[src/rtl/dlc_pkg.sv]
package dlc_pkg;
    typedef enum logic [1:0] {
        S_IDLE = 2'd0,
        S_WAIT = 2'd1,
        S_LOAD = 2'd2
    } dlc_state_t;
endpackage

[src/rtl/dlc_sync.sv]
module dlc_sync #(
    parameter int W   = 1,
    parameter bit RV  = 1'b1
) (
    input  logic         clk,
    input  logic         rst_n,
    input  logic [W-1:0] d,
    output logic [W-1:0] q
);
    logic [W-1:0] stage1;

    always_ff @(posedge clk or negedge rst_n) begin
        if (!rst_n) begin
            stage1 <= {W{RV}};
            q      <= {W{RV}};
        end else begin
            stage1 <= d;
            q      <= stage1;
        end
    end
endmodule

[src/rtl/dlc_fsm.sv]
module dlc_fsm
    import dlc_pkg::*;
(
    input  logic       clk,
    input  logic       rst_n,
    input  logic       ldac_s,
    input  logic       bus_s,
    input  logic       clr_act,
    output dlc_state_t state,
    output logic       load_en
);
    dlc_state_t nxt;
    logic       ldac_d;
    logic       bus_d;
    logic       ldac_fall;
    logic       bus_rise;
    logic       request;

    always_ff @(posedge clk or negedge rst_n) begin
        if (!rst_n) begin
            ldac_d <= 1'b1;
            bus_d  <= 1'b1;
        end else begin
            ldac_d <= ldac_s;
            bus_d  <= bus_s;
        end
    end

    assign ldac_fall = ldac_d & ~ldac_s;
    assign bus_rise  = ~bus_d & bus_s;
    assign request   = ldac_fall | (~ldac_s & bus_rise);

    always_comb begin
        nxt = state;
        unique case (state)
            S_IDLE: begin
                if (!clr_act && request)
                    nxt = bus_s ? S_LOAD : S_WAIT;
            end
            S_WAIT: begin
                if (clr_act)
                    nxt = S_IDLE;
                else if (bus_s)
                    nxt = S_LOAD;
            end
            S_LOAD: nxt = S_IDLE;
            default: nxt = S_IDLE;
        endcase
    end

    always_ff @(posedge clk or negedge rst_n) begin
        if (!rst_n)
            state <= S_IDLE;
        else
            state <= nxt;
    end

    always_comb begin
        load_en = (state == S_LOAD) && !clr_act;
    end
endmodule

[src/rtl/dlc_bank.sv]
module dlc_bank #(
    parameter int NCH = 32,
    parameter int DW  = 16
) (
    input  logic              clk,
    input  logic              rst_n,
    input  logic              load_en,
    input  logic [NCH-1:0]    ab_sel,
    input  logic [NCH*DW-1:0] x2a,
    input  logic [NCH*DW-1:0] x2b,
    input  logic [NCH-1:0]    wr_a,
    input  logic [NCH-1:0]    wr_b,
    output logic [NCH-1:0]    ack_a,
    output logic [NCH-1:0]    ack_b,
    output logic [NCH*DW-1:0] dac
);
    for (genvar i = 0; i < NCH; i++) begin : g_ch
        logic          dirty;
        logic          take;
        logic [DW-1:0] src;
        logic [DW-1:0] hold;

        assign dirty = ab_sel[i] ? wr_b[i] : wr_a[i];
        assign src   = ab_sel[i] ? x2b[i*DW +: DW] : x2a[i*DW +: DW];
        assign take  = load_en & dirty;
        assign ack_a[i] = take & ~ab_sel[i];
        assign ack_b[i] = take &  ab_sel[i];

        always_ff @(posedge clk or negedge rst_n) begin
            if (!rst_n)
                hold <= '0;
            else if (take)
                hold <= src;
        end

        assign dac[i*DW +: DW] = hold;
    end
endmodule

[src/rtl/dac_load_ctrl.sv]
module dac_load_ctrl
    import dlc_pkg::*;
#(
    parameter int NCH = 32,
    parameter int DW  = 16
) (
    input  logic              clk,
    input  logic              rst_n,
    input  logic              ldac_n,
    input  logic              clr_n,
    input  logic              own_busy,
    input  logic              busy_bus,
    output logic              busy_pull,
    input  logic [NCH-1:0]    ab_sel,
    input  logic [NCH*DW-1:0] x2a,
    input  logic [NCH*DW-1:0] x2b,
    input  logic [NCH-1:0]    wr_a,
    input  logic [NCH-1:0]    wr_b,
    output logic [NCH-1:0]    ack_a,
    output logic [NCH-1:0]    ack_b,
    output logic [NCH*DW-1:0] dac,
    output logic [NCH-1:0]    gnd_sel
);
    localparam int NPIN = 3;

    logic [NPIN-1:0] pins_s;
    logic            ldac_s;
    logic            clr_s;
    logic            bus_s;
    logic            clr_act;
    logic            load_en;
    dlc_state_t      state;

    dlc_sync #(.W(NPIN), .RV(1'b1)) u_sync (
        .clk   (clk),
        .rst_n (rst_n),
        .d     ({busy_bus, clr_n, ldac_n}),
        .q     (pins_s)
    );

    assign ldac_s  = pins_s[0];
    assign clr_s   = pins_s[1];
    assign bus_s   = pins_s[2];
    assign clr_act = ~clr_s;

    dlc_fsm u_fsm (
        .clk     (clk),
        .rst_n   (rst_n),
        .ldac_s  (ldac_s),
        .bus_s   (bus_s),
        .clr_act (clr_act),
        .state   (state),
        .load_en (load_en)
    );

    dlc_bank #(.NCH(NCH), .DW(DW)) u_bank (
        .clk     (clk),
        .rst_n   (rst_n),
        .load_en (load_en),
        .ab_sel  (ab_sel),
        .x2a     (x2a),
        .x2b     (x2b),
        .wr_a    (wr_a),
        .wr_b    (wr_b),
        .ack_a   (ack_a),
        .ack_b   (ack_b),
        .dac     (dac)
    );

    assign busy_pull = own_busy;
    assign gnd_sel   = {NCH{clr_act}};
endmodule

[config.mk]
export PLATFORM = sky130hd
export DESIGN_NAME = dac_load_ctrl
export DESIGN_NICKNAME = d
export VERILOG_FILES = /design/src/rtl/dlc_pkg.sv /design/src/rtl/dlc_sync.sv /design/src/rtl/dlc_fsm.sv /design/src/rtl/dlc_bank.sv /design/src/rtl/dac_load_ctrl.sv
export SDC_FILE = /design/constraint.sdc
export NUM_CORES = 1
export LEC_CHECK = 0
export BUFFER_PORTS_ARGS = -buffer_cell sky130_fd_sc_hd__clkbuf_2
export CAP_MARGIN = 40
export CORE_AREA = 4 4 671 673
export DETAILED_ROUTE_END_ITERATION = 12
export DIE_AREA = 0 0 675 677
export PLACE_DENSITY = 0.3
export SLEW_MARGIN = 20
export SYNTH_ARGS = -nofsm -noshare
export SYNTH_HDL_FRONTEND = slang
export SYNTH_HIERARCHICAL = 1
export SYNTH_SLANG_ARGS = --single-unit
export TNS_END_PERCENT = 50
[constraint.sdc]
create_clock -name clk -period 4.03 [get_ports clk]
set_input_delay 0.806 -clock clk [delete_from_list [all_inputs] [get_ports clk]]
set_output_delay 0.806 -clock clk [all_outputs]
set_load 0.01 [all_outputs]
==> results.json <==
{
  "drt_iter0_markers": 2343,
  "slowest_delay_ns": 0.55,
  "synth.cell_area_sq_mm": 0.0277,
  "overflow": 0,
  "clock_path_buffers": 4,
  "dp_cells": 9948,
  "start_util": 0.0623,
  "num_rows": 245,
  "fin_ws_ns": 0.280,
  "r2r_start": "u_sync/q[1]",
  "syn_to_final_growth_pct": 62.5,
  "synth_top_family_by_area": "compound AO/OA/AOI/OAI gates",
  "power_mw": 22.9,
  "dieArea_sq_mm": 0.457,
  "portBuffers": 1732,
  "via_count": 30488,
  "regToRegSetupSlack_ns": 1.35,
  "clk_pin_slew_ns": 0.06,
  "synth_mux_area_frac": 0.203,
  "clock_sinks": 522,
  "die_y_um": 677,
  "power_leakage_nw": 20.3,
  "cp_max_fo": 45,
  "fmax_mhz": 267,
  "path_cells": "inv_1 -> nor3b_2 -> buf_12 -> buf_4 -> and3_1 -> clkbuf_2",
  "fin_util": 0.101,
  "fin_hold_ws_ns": 0.0627,
  "hold_path.class": "input port to asynchronous set/reset pin",
  "antenna_found_initial": 388,
  "synth.distinct_cells": 20,
  "cp-start-kind": "register",
  "wl_per_cell_um": 31.5,
  "grt_pass1_wl_um": 388000,
  "outcome": "complete, no violations",
  "tns_ns": 0,
  "fin_worst_skew_ns": 0.0382,
  "postCtsSetupBuffers": 0,
  "synthSimpleGateAreaFrac": 0.0172,
  "slew_headroom": 0.286,
  "core_sq_mm": 0.444,
  "cts_inserted_buffers": 81,
  "mostFrequentLayoutCell": "clkbuf_2",
  "hold_violations": 0,
  "worstSetupEndpointType": "output port",
  "setup_viol": 0,
  "routabilityCongestion": 1.02,
  "yosys_warnings": 6,
  "period_needed_ns": 3.75,
  "synth_nets": 3634,
  "dpl_cell_area_sq_mm": 0.0421,
  "grt_max_degree": 107,
  "synth_xor_area_frac": 0,
  "cp.required_ns": 3.22,
  "syn_area_per_cell_sq_um": 11.0,
  "synthCells": 2508,
  "vdd_drop_max_v": 0.000244,
  "grtUsageTotal": 0.134,
  "drt_wl_total_um": 320000,
  "via_per_inst": 3.00,
  "holdBufCountCts": 0,
  "dp_slack_ns": 0.761,
  "grt_pass1_vias": 29443,
  "ios": 1735,
  "critical-path-top-delay-family": "buffers and inverters",
  "cts_tree": "built",
  "rsz0062_at_grt": "false",
  "antenna_left": 0,
  "worstPathArrival_ns": 2.94,
  "root_buffer": "clkbuf_16",
  "finalNonFillerCells": 10177,
  "place_hpwl_um": 285000,
  "cp_slowest_cell": "buf_4",
  "htree_levels": 3,
  "path_class": "register to output port",
  "drive_gt1_frac": 0.497,
  "synthAdderAreaFrac": 0,
  "drt_first_pass_iters": 6,
  "path_buf_inv": 4,
  "clk_latency_ns": 0.79,
  "worst_pin_slew_ns": 1.07,
  "ys_seq_area_frac": 0.472,
  "startpoint": "u_sync/q[1]",
  "cts_resized": 0,
  "final_cell_mix": "1,731 x clkbuf_2, 514 x dfrtp_1, 512 x mux2i_1, 512 x a31oi_1, 441 x a21oi_1",
  "drc": 0,
  "finalNetCount": 5230,
  "final_area_sq_mm": 0.0450,
  "maxCapViolCount": 0,
  "period_share": 0.930,
  "synth_compound_area_frac": 0.219,
  "dieWidth_um": 675,
  "synth-seq-cells": 522,
  "cellPowerDensity_mw_per_mm2": 510,
  "slew_violations": 0
}
## area by class of cell
cell class | instances | area [sq um]
fill | 51723 | 399000
sequential | 522 | 13100
multi-input combinational | 1670 | 12100
timing repair buffer | 1827 | 9510
tap | 5928 | 7420
clock buffer | 116 | 2380
antenna | 88 | 220
clock inverter | 24 | 213
inverter | 2 | 7.51
## cell families after synthesis
| group | count (synthesis) |
|---|---|
| simple gates | 100 |
| flops | 522 |
| compound gates | 1026 |
| buf+inv | 316 |
| mux | 544 |
## registers in the layout (all words and copies together), names as in the netlist
signal	flops
u_bank/g_ch.hold	512
u_sync/q	3
u_sync/stage1	3
u_fsm/state	2
u_fsm/bus_d	1
u_fsm/ldac_d	1
## worst reg2reg max path, cell delays in order, from the launching register on
cell and delay (ns):
dfstp_2 0.52, inv_1 0.05, nor3b_2 0.23, buf_12 0.37, buf_4 0.63, buf_12 0.43, a21oi_1 0.20, a31oi_1 0.19
## where the power goes
group	total (mW)	internal, mW	switching (mW)
Clock	7.17	4.22	2.95
Combinational	7.63	2.76	4.88
Sequential	8.12	6.92	1.20
Total	22.9	13.9	9.03
## final timing paths
kind | to | cells after the start
max | ack_b[25] | 6
min | u_bank/g_ch[4].hold[10] | 1
max reg2reg | u_bank/g_ch[18].hold[0] | 7
min reg2reg | u_sync/q[0] | 0
max in group asynchronous | u_bank/g_ch[1].hold[9] | 3
min in group clk | u_sync/stage1[2] | 1
## cells in the mapped netlist, drive strengths merged
library cell | n | area [sq um]
clkbuf | 5 | 18.8
dfrtp | 514 | 12900
and3 | 32 | 200
buf | 309 | 2440
nor2 | 32 | 120
nand2b | 1 | 6.26
dfstp | 8 | 210
nand2 | 32 | 120
inv | 2 | 7.51
mux2i | 512 | 5120
nor4 | 1 | 6.26
nor3b | 1 | 7.51
a21oi | 514 | 2850
nor4b | 1 | 15.0
mux2 | 32 | 480
a31oi | 512 | 3200
## metal layers
metal / vias up / global-route usage / wire length (um)
met2: 1935 / 0.227 / 151000
met4: 250 / 0.0418 / 13100
met1: 14610 / 0.137 / 111000
li1: 12840 / - / -
met5: - / 0 / 1670
met3: 853 / 0.0812 / 43900
Note: power is estimated with default switching activity, not from simulation.
